**config.mk**
```make
export PLATFORM = sky130hd
export DESIGN_NAME = blkmode_fb
export DESIGN_NICKNAME = d
export VERILOG_FILES = /design/src/rtl/blkmode_pkg.sv /design/src/rtl/blkmode_ctr_step.sv /design/src/rtl/blkmode_gf_double.sv /design/src/rtl/blkmode_fb.sv
export SDC_FILE = /design/constraint.sdc
export NUM_CORES = 1
export LEC_CHECK = 0
export BUFFER_PORTS_ARGS = -buffer_cell sky130_fd_sc_hd__buf_4
export CAP_MARGIN = 0
export CORE_AREA = 5 5 198 200
export CTS_BUF_LIST = sky130_fd_sc_hd__clkbuf_16
export DETAILED_ROUTE_END_ITERATION = 10
export DIE_AREA = 0 0 203 205
export PLACE_DENSITY = 0.6
export RECOVER_POWER = 100
export SYNTH_ARGS = -nofsm -noshare
export SYNTH_HDL_FRONTEND = slang
export SYNTH_SLANG_ARGS = --single-unit
```
**constraint.sdc**
```tcl
create_clock -name clk -period 3.7 [get_ports clk]
set_input_delay 0.74 -clock clk [delete_from_list [all_inputs] [get_ports clk]]
set_output_delay 0.74 -clock clk [all_outputs]
set_load 0.02 [all_outputs]
```
**src/rtl/blkmode_pkg.sv**
```systemverilog
// Package: mode codes and counter-width decoding shared by the feedback unit.
// Assumes: callers pass the 3-bit width code unchanged from the port.
package blkmode_pkg;

    typedef enum logic [2:0] {
        FB_ECB = 3'd0,
        FB_CBC = 3'd1,
        FB_CFB = 3'd2,
        FB_CTR = 3'd3,
        FB_XTS = 3'd4
    } fb_mode_e;

    // Turns a width code into the number of counting bits.
    function automatic logic [31:0] ctr_bits(input logic [2:0] sel);
        case (sel)
            3'd0:    ctr_bits = 32'd16;
            3'd1:    ctr_bits = 32'd32;
            3'd2:    ctr_bits = 32'd64;
            3'd3:    ctr_bits = 32'd96;
            default: ctr_bits = 32'd128;
        endcase
    endfunction

endpackage

```
**src/rtl/blkmode_ctr_step.sv**
```systemverilog
// Module: computes the next counter block. Only the low m bits count, and they
// wrap modulo 2^m; the bits above stay as they are.
// Assumes: BLK_W is a multiple of GRAN, and every selectable m is a multiple of GRAN.
module blkmode_ctr_step #(
    parameter int BLK_W = 128,
    parameter int GRAN  = 16
) (
    input  logic [BLK_W-1:0] cur_i,
    input  logic [2:0]       width_sel_i,
    output logic [BLK_W-1:0] next_o,
    output logic [BLK_W-1:0] mask_o
);
    import blkmode_pkg::*;

    localparam int NCH = BLK_W / GRAN;

    logic [31:0]      span_bits;
    logic [BLK_W-1:0] plus_one;

    // Decode the field width from the selector.
    always_comb span_bits = ctr_bits(width_sel_i);

    // One mask chunk per granule, set when the granule lies inside the field.
    for (genvar c = 0; c < NCH; c++) begin : g_mask
        assign mask_o[c*GRAN +: GRAN] = (span_bits > 32'(c*GRAN)) ? {GRAN{1'b1}} : {GRAN{1'b0}};
    end

    // Full-width increment; the mask discards any carry beyond the field.
    always_comb plus_one = cur_i + BLK_W'(1);

    // Merge the counted field with the fixed upper bits.
    always_comb next_o = (cur_i & ~mask_o) | (plus_one & mask_o);

endmodule

```
**src/rtl/blkmode_gf_double.sv**
```systemverilog
// Module: multiplies a tweak by alpha in GF(2^BLK_W): shifts left by one and
// reduces with POLY into the low byte when the top bit falls out.
// Assumes: byte 0 of the tweak sits at bits [7:0] (little-endian layout).
module blkmode_gf_double #(
    parameter int         BLK_W = 128,
    parameter logic [7:0] POLY  = 8'h87
) (
    input  logic [BLK_W-1:0] cur_i,
    output logic [BLK_W-1:0] next_o
);
    logic             spill;
    logic [BLK_W-1:0] shifted;

    // Separate the outgoing bit from the shifted body.
    always_comb begin
        spill   = cur_i[BLK_W-1];
        shifted = {cur_i[BLK_W-2:0], 1'b0};
    end

    // Fold the reduction polynomial back in when a bit spilled out.
    always_comb next_o = shifted ^ {{(BLK_W-8){1'b0}}, (spill ? POLY : 8'h00)};

endmodule

```
**src/rtl/blkmode_fb.sv**
```systemverilog
// Module: feedback register for block-cipher modes. It holds the IV, counter
// or tweak and advances it once for each completed block.
// Assumes: blk_in_i and blk_out_i are valid in the cycle blk_done_i is high;
// a load takes priority over any update in the same cycle.
module blkmode_fb #(
    parameter int         BLK_W = 128,
    parameter int         GRAN  = 16,
    parameter logic [7:0] POLY  = 8'h87
) (
    input  logic             clk,
    input  logic             rst_n,
    input  logic [2:0]       mode_i,
    input  logic             decrypt_i,
    input  logic [2:0]       ctr_sel_i,
    input  logic             load_i,
    input  logic [BLK_W-1:0] load_val_i,
    input  logic             blk_done_i,
    input  logic [BLK_W-1:0] blk_in_i,
    input  logic [BLK_W-1:0] blk_out_i,
    output logic [BLK_W-1:0] fb_o
);
    import blkmode_pkg::*;

    logic [BLK_W-1:0] fb_q;
    logic [BLK_W-1:0] fb_d;
    logic [BLK_W-1:0] ctr_next;
    logic [BLK_W-1:0] ctr_mask;
    logic [BLK_W-1:0] xts_next;
    logic [BLK_W-1:0] cipher_blk;

    blkmode_ctr_step #(.BLK_W(BLK_W), .GRAN(GRAN)) u_ctr (
        .cur_i       (fb_q),
        .width_sel_i (ctr_sel_i),
        .next_o      (ctr_next),
        .mask_o      (ctr_mask)
    );

    blkmode_gf_double #(.BLK_W(BLK_W), .POLY(POLY)) u_gf (
        .cur_i  (fb_q),
        .next_o (xts_next)
    );

    // Pick the ciphertext side: the input block when decrypting, the output otherwise.
    always_comb cipher_blk = decrypt_i ? blk_in_i : blk_out_i;

    // Next-state selection: load first, then the mode update on a done pulse.
    always_comb begin
        fb_d = fb_q;
        if (load_i) begin
            fb_d = load_val_i;
        end else if (blk_done_i) begin
            case (mode_i)
                FB_CBC:  fb_d = cipher_blk;
                FB_CFB:  fb_d = cipher_blk;
                FB_CTR:  fb_d = ctr_next;
                FB_XTS:  fb_d = xts_next;
                default: fb_d = fb_q;
            endcase
        end
    end

    // Feedback register with synchronous active-low reset.
    always_ff @(posedge clk) begin
        if (!rst_n) fb_q <= '0;
        else        fb_q <= fb_d;
    end

    assign fb_o = fb_q;


    load_wins_chk: assert property (@(posedge clk) disable iff (!rst_n)
        load_i |=> (fb_o == $past(load_val_i)));


    idle_hold_chk: assert property (@(posedge clk) disable iff (!rst_n)
        (!load_i && (!blk_done_i || mode_i == 3'd0 || mode_i > 3'd4)) |=> $stable(fb_o));


    cipher_take_chk: assert property (@(posedge clk) disable iff (!rst_n)
        (!load_i && blk_done_i && (mode_i == 3'd1 || mode_i == 3'd2))
        |=> (fb_o == (($past(decrypt_i)) ? $past(blk_in_i) : $past(blk_out_i))));


    ctr_upper_chk: assert property (@(posedge clk) disable iff (!rst_n)
        (!load_i && blk_done_i && mode_i == 3'd3)
        |=> ((fb_o & ~$past(ctr_mask)) == ($past(fb_o) & ~$past(ctr_mask))));


    xts_feedback_chk: assert property (@(posedge clk) disable iff (!rst_n)
        (!load_i && blk_done_i && mode_i == 3'd4)
        |=> (fb_o[BLK_W-1:8] == $past(fb_o[BLK_W-2:7])));

endmodule

```
# After elaboration in Yosys (flattened, before gate mapping)
# Index checks and enable logic that the tools add are counted.
[classes]
order_cmp = 8
addsub = 1
n_reduce_logical = 5
muxes = 14
bitwise = 5
eq_ne = 7
[ops]
columns = ["operator", "count"]
rows = [
  ["2-to-1 mux 128 bit", 3],
  ["case mux 128 bit (3 select lines)", 1],
  ["AND 128 bit", 2],
  ["adder 128 x 1 -> 128 bit (second input constant)", 1],
  ["2-to-1 mux 16 bit", 8],
  ["NOT 128 bit", 1],
  ["bitwise OR 128 bit", 1],
  ["XOR 128 x 8 -> 128 bit", 1],
  ["greater-than comparator 8 x 7 -> 1 bit (second input constant)", 4],
  ["case mux 8 bit (4 select lines)", 1],
  ["greater-than comparator 8 x 6 -> 1 bit (second input constant)", 2],
  ["== test 3 x 2 -> 1 bit (second input constant)", 4],
  ["greater-than comparator 8 x 1 -> 1 bit (second input constant)", 1],
  ["greater-than comparator 8 x 5 -> 1 bit (second input constant)", 1],
  ["2-to-1 mux 8 bit", 1],
  ["== test 3 x 1 -> 1 bit (second input constant)", 2],
  ["nonzero test 4 bit", 1],
  ["== test 3 bit (second input constant)", 1],
  ["logical NOT 3 bit", 1],
  ["AND reduction 2 bit", 1],
  ["nonzero test 2 bit", 1],
  ["OR reduction 2 bit", 1],
]
[word_totals]
word_cells = 41
input_bits = 395
out_inout_bits = 128
regBits = 128

# Depth between registers and ports, before layout
[logic_depth]
word_depth = 10
mapped_depth = 10

# Modules after synthesis
# From an unflattened synthesis, not the netlist that was laid out.
[hier_totals]
cells_unflattened = 1932
area_unflattened_um2 = 14859.3
[by_module_without_submodules]
columns = ["module", "instances", "cells_each", "area_per_inst_um2"]
rows = [
  ["blkmode_fb", 1, 1173, 9700.6],
  ["blkmode_ctr_step", 1, 631, 4194.0],
  ["blkmode_gf_double", 1, 128, 964.7],
]

# Worst setup path after synthesis
# OpenSTA, ideal clock, no wires.
[synth_timing]
kind = "in2reg"
start = "in decrypt_i"
end = "reg fb_q[95] (netlist: fb_o[95])"
path_stages = 7
arrival_ns = 2.623
path_slack_ns = 0.948
setup_time_ns = 0.129
cell_sequence = "clkbuf_1 buf_1 buf_1 mux2i_1 nor2_1 a2111oi_0 o21ai_0"
[synth_via]
elab_chain_len = 4
[synth_lines]
columns = ["element", "line", "text"]
rows = [
  ["from (decl)", "blkmode_fb.sv:13", "input logic decrypt_i,"],
  ["2-to-1 mux 128 bit", "blkmode_fb.sv:44", "always_comb cipher_blk = decrypt_i ? blk_in_i : blk_out_i;"],
  ["case mux 128 bit (3 select lines)", "blkmode_fb.sv:52", "case (mode_i)"],
  ["2-to-1 mux 128 bit", "blkmode_fb.sv:51", "end else if (blk_done_i) begin"],
  ["2-to-1 mux 128 bit", "blkmode_fb.sv:49", "if (load_i) begin"],
  ["to (signal assigned)", "blkmode_fb.sv:64", "if (!rst_n) fb_q <= '0;"],
  ["to (signal assigned)", "blkmode_fb.sv:65", "else fb_q <= fb_d;"],
  ["to (decl)", "blkmode_fb.sv:24", "logic [BLK_W-1:0] fb_q;"],
]
# No other way between the ends. The select of a mux whose other input is x is not followed.
# A chain may end at the register's enable or synchronous reset.

# Worst setup path after layout
[layout_timing]
start = "reg fb_q[9] (netlist: fb_o[9])"
end = "reg fb_q[110] (netlist: fb_o[110])"
[layout_via]
elab_chain_len = 6
[layout_lines]
columns = ["element", "line", "text"]
rows = [
  ["adder 128 x 1 -> 128 bit", "blkmode_ctr_step.sv:29", "always_comb plus_one = cur_i + BLK_W'(1);"],
  ["AND 128 bit", "blkmode_ctr_step.sv:32", "always_comb next_o = (cur_i & ~mask_o) | (plus_one & mask_o);"],
  ["bitwise OR 128 bit", "blkmode_ctr_step.sv:32", ""],
  ["case mux 128 bit (3 select lines)", "blkmode_fb.sv:52", ""],
  ["2-to-1 mux 128 bit", "blkmode_fb.sv:51", ""],
  ["2-to-1 mux 128 bit", "blkmode_fb.sv:49", ""],
]
# No other way between the ends. The select of a mux whose other input is x is not followed.

==> results.txt <==
----------------------------------------------------
[Clocking]
  Max clock buf depth ... 2
  Hold Buf Count CTS ... 0
  Clock slew seen by the registers of the worst setup and hold paths ... 0.06 ns
  Clock insertion delay at the later pin of the skew report ... 0.44 ns
  Total of cells resized after clock tree synthesis ... 0
  TritonCTS Sinks ... 128
  CTS H-Tree Depth ... 4
  Clk Tree Root Cell ... sky130_fd_sc_hd__clkbuf_16
  Number of buffers inserted to repair setup after CTS ... 0
  TritonCTS clock tree ... done
  Number of CTS-inserted buffers ... 17

[STA]
  Top achievable clock speed ... 298.2 MHz
  Final Cycle Share ... 90.64%
  Final Max Tran Viols ... 150
  Unrepaired setup endpoints after global routing ... false
  Final hold violations ... 0
  Setup TNS ... 0 ns
  Worst slew pin tran ... 1.649 ns
  Period minus WS final ... 3.354 ns
  Rel. slew slack ... -9.956%
  Setup violations, final ... 0
  Clock skew after layout ... 0.01629 ns

[Logic synthesis]
  Share of synthesized registers carrying an async set or reset ... 0%
  Arithmetic-cell share of the synthesized area counting full adders, half adders and majority gates ... 0.09714%
  Post-Synthesis Cell Area ... 12,880 µm²
  Post-synthesis compound-gate area fraction ... 28.25%
  Cell types with the largest area share after synthesis ... sky130_fd_sc_hd__dfxtp_1 20%, sky130_fd_sc_hd__mux2i_1 7.4%, sky130_fd_sc_hd__o21ai_0 5.7%
  Area share of the largest cell type after synthesis ... 19.90%
  Commonest register cell after synthesis ... sky130_fd_sc_hd__dfxtp_1
  Parity-gate share of the synthesized area counting xor and xnor cells ... 2.448%
  Net count of the mapped netlist ... 2,210
  Post-synth EDFFs ... 0
  Number of distinct library cells after synthesis ... 94
  Cell type with the highest aggregate area in the netlist ... sky130_fd_sc_hd__dfxtp_1
  Post-synthesis average cell area ... 7.100 µm²
  Sequential area share after synthesis ... 19.90%
  Yosys synthesis warning count ... 0
  Number of synthesized register bits ... 128
  Mux contribution to synthesized area ... 12.02%
  Gate count of the mapped netlist ... 1,814
  Most repeated cell in the gate-level netlist after synthesis ... sky130_fd_sc_hd__nor2_1
  Simple-gate share of the synthesized area ... 31.55%
  Combinational family with the most area after synthesis ... simple AND/OR/NAND/NOR gates
  Commonest cells in the synthesized netlist ... 171 x sky130_fd_sc_hd__nor2_1, 153 x sky130_fd_sc_hd__nand2_1, 147 x sky130_fd_sc_hd__o21ai_0, 134 x sky130_fd_sc_hd__a21oi_1, 128 x sky130_fd_sc_hd__dfxtp_1

[Critical path]
  Kind of capture point of the worst setup path ... register
  Cell class contributing the biggest share of worst-path delay ... simple AND/OR/NAND/NOR gates
  Worst EP arrival ... 3.64 ns
  Worst EP required ... 3.99 ns
  CP Max Fanout ... 8
  Maximum single-stage delay on the critical path ... 0.56 ns
  Cell seen most often among critical-path stages ... sky130_fd_sc_hd__nor4_1
  Cell at the slowest stage of the critical path ... sky130_fd_sc_hd__nand4b_1
  Kind of critical path ... reg -> reg
  Buf/Inv on CP ... 0
  Worst path cell trace ... nand4_4 > nor4_1 > nand4_1 > nand4b_1 > nor4_1 > mux2i_1 > o32ai_1
  Critical path launch point type ... register

[Drt]
  DR DRC count ... 0
  Iteration-0 DRC count of the detailed router ... 1,882
  Count of vias placed by the detailed router ... 17,720
  Wire length per cell ... 28.14 µm
  Total wire length after detailed routing ... 78,350 µm
  DRT Pass-1 Iters ... 8
  Antenna Nets Post-Route ... 0
  Via/cell ratio ... 6.365

[Global route]
  Combined global-route utilization of all metal layers ... 35.68%
  Grt total ovfl ... 0
  Largest net degree at the start of global routing ... 120
  Via count of the first global-routing pass ... 17,210
  First-pass GRT wire length ... 113,700 µm
  Initial antenna violation count ... 2

[Run]
  Max Cap Viol ... 2

[Floorplan]
  Boundary pin count ... 523
  Initial core utilization ... 34.60%
  Number of placement rows ... 71
  Floorplan core area ... 37,220 µm²
  Overall die area ... 41,620 µm²
  Die width ... 203 µm
  Overall die height ... 205 µm

[Finish]
  Max reg flops ... 128
  Area growth from synthesis to final layout ... 36.67%
  # nets final ... 2,694
  Number of inserted filler cells in the final layout ... 3,916
  Layout cell share with drive strength beyond 1 ... 26.47%
  Cell area after layout ... 17,600 µm²

[Run status]
  Failing checks ... capacitance limit, slew limit
  Result of the run ... finished, violations left

[Place]
  Global placement routability congestion ... 1.016
  Half-perimeter wire length after detailed placement ... 59,680 µm
  Port Buffer Count ... 522
  Placed standard-cell area ... 17,600 µm²

[Power and ir drop]
  Leakage power ... 0.006732 µW
  Max IR drop VDD ... 0.3213 mV
  Power density over the cells ... 292.5 nW/µm²
  Post-route total power ... 5148 µW

[Min path]
  Worst min-delay path category ... in -> reg

----------------------------------------------------
cell usage in the layout (no fill, tap or decap), types with 29 or more instances in the layout:
cell type                  count
sky130_fd_sc_hd__buf_4       478
sky130_fd_sc_hd__nor2_1      167
sky130_fd_sc_hd__nand2_1     153
sky130_fd_sc_hd__o21ai_0     147
sky130_fd_sc_hd__a21oi_1     134
sky130_fd_sc_hd__clkbuf_1    133
sky130_fd_sc_hd__dfxtp_1     128
sky130_fd_sc_hd__mux2i_1      95
sky130_fd_sc_hd__nand3_1      88
sky130_fd_sc_hd__nor3_1       87
sky130_fd_sc_hd__nand4_1      78
sky130_fd_sc_hd__a221oi_1     66
sky130_fd_sc_hd__mux2_2       53
sky130_fd_sc_hd__nand2b_1     37
sky130_fd_sc_hd__o211ai_1     32
sky130_fd_sc_hd__nor4_1       29
layer usage:
metal  vias up  track usage [%]  share of wire [%]
met3       153            7.456                 10
met1      8439            46.55                 40
met5         -                0                  0
met4         0            11.13                3.2
li1       7977                -                  -
met2      1151            59.30                 47
worst min-delay path, stage by stage:
cell and delay (ns):
sky130_fd_sc_hd__buf_4 0.08, sky130_fd_sc_hd__a21oi_1 0.05, sky130_fd_sc_hd__nor2_1 0.07
worst paths after layout:
path	start	end	slack [ns]	cells past startpoint
setup / recovery	fb_o[9]	fb_o[110]	0.35	7
hold reg to reg	fb_o[4]	fb_o[4]	0.53	2
setup reg to reg	fb_o[9]	fb_o[110]	0.35	7
hold / removal	load_val_i[1]	fb_o[1]	0.53	3
per-stage QoR:
| stage | utilization [%] | hold slack [ns] | setup WS, ns | instances |
|---|---|---|---|---|
| final | 47.29 | 0.5350 | 0.3464 | 2784 |
| after detailed placement | 47.28 | 0.5219 | 0.5155 | 2753 |
| after global placement | 47.28 | 0.5097 | 0.6592 | 2753 |
| after floorplan | - | 0.5756 | 0.9482 | 1814 |
| after CTS | 48.71 | 0.5194 | 0.4715 | 2782 |
| after global routing | 47.29 | 0.5313 | 0.1283 | 2783 |
final cells by class:
class                      instances  area, µm²  share of cell area [%]
multi-input combinational       1512       9604                   54.56
timing repair buffer             620       4232                   24.04
sequential                       128       2562                   14.56
tap                              474      593.1                   3.369
clock buffer                      17      425.4                   2.417
clock inverter                    12      107.6                  0.6113
inverter                          19      73.82                  0.4194
antenna                            2      5.005                 0.02843
report_power, final:
part           total [µW]  switching, µW  leakage, µW  internal [µW]
logic                1700            989      0.00540            713
clock network        1680            715     0.000270            962
registers            1770            266      0.00106           1500
cells by family after synthesis:
family	count (synthesis)
flip-flops	128
XOR/XNOR	36
buffers and inverters	174
adder cells (fa/ha/maj)	1
AO/OA/AOI/OAI	556
AND/OR/NAND/NOR	771
multiplexers	148
Power figures use the tool's default switching activity.
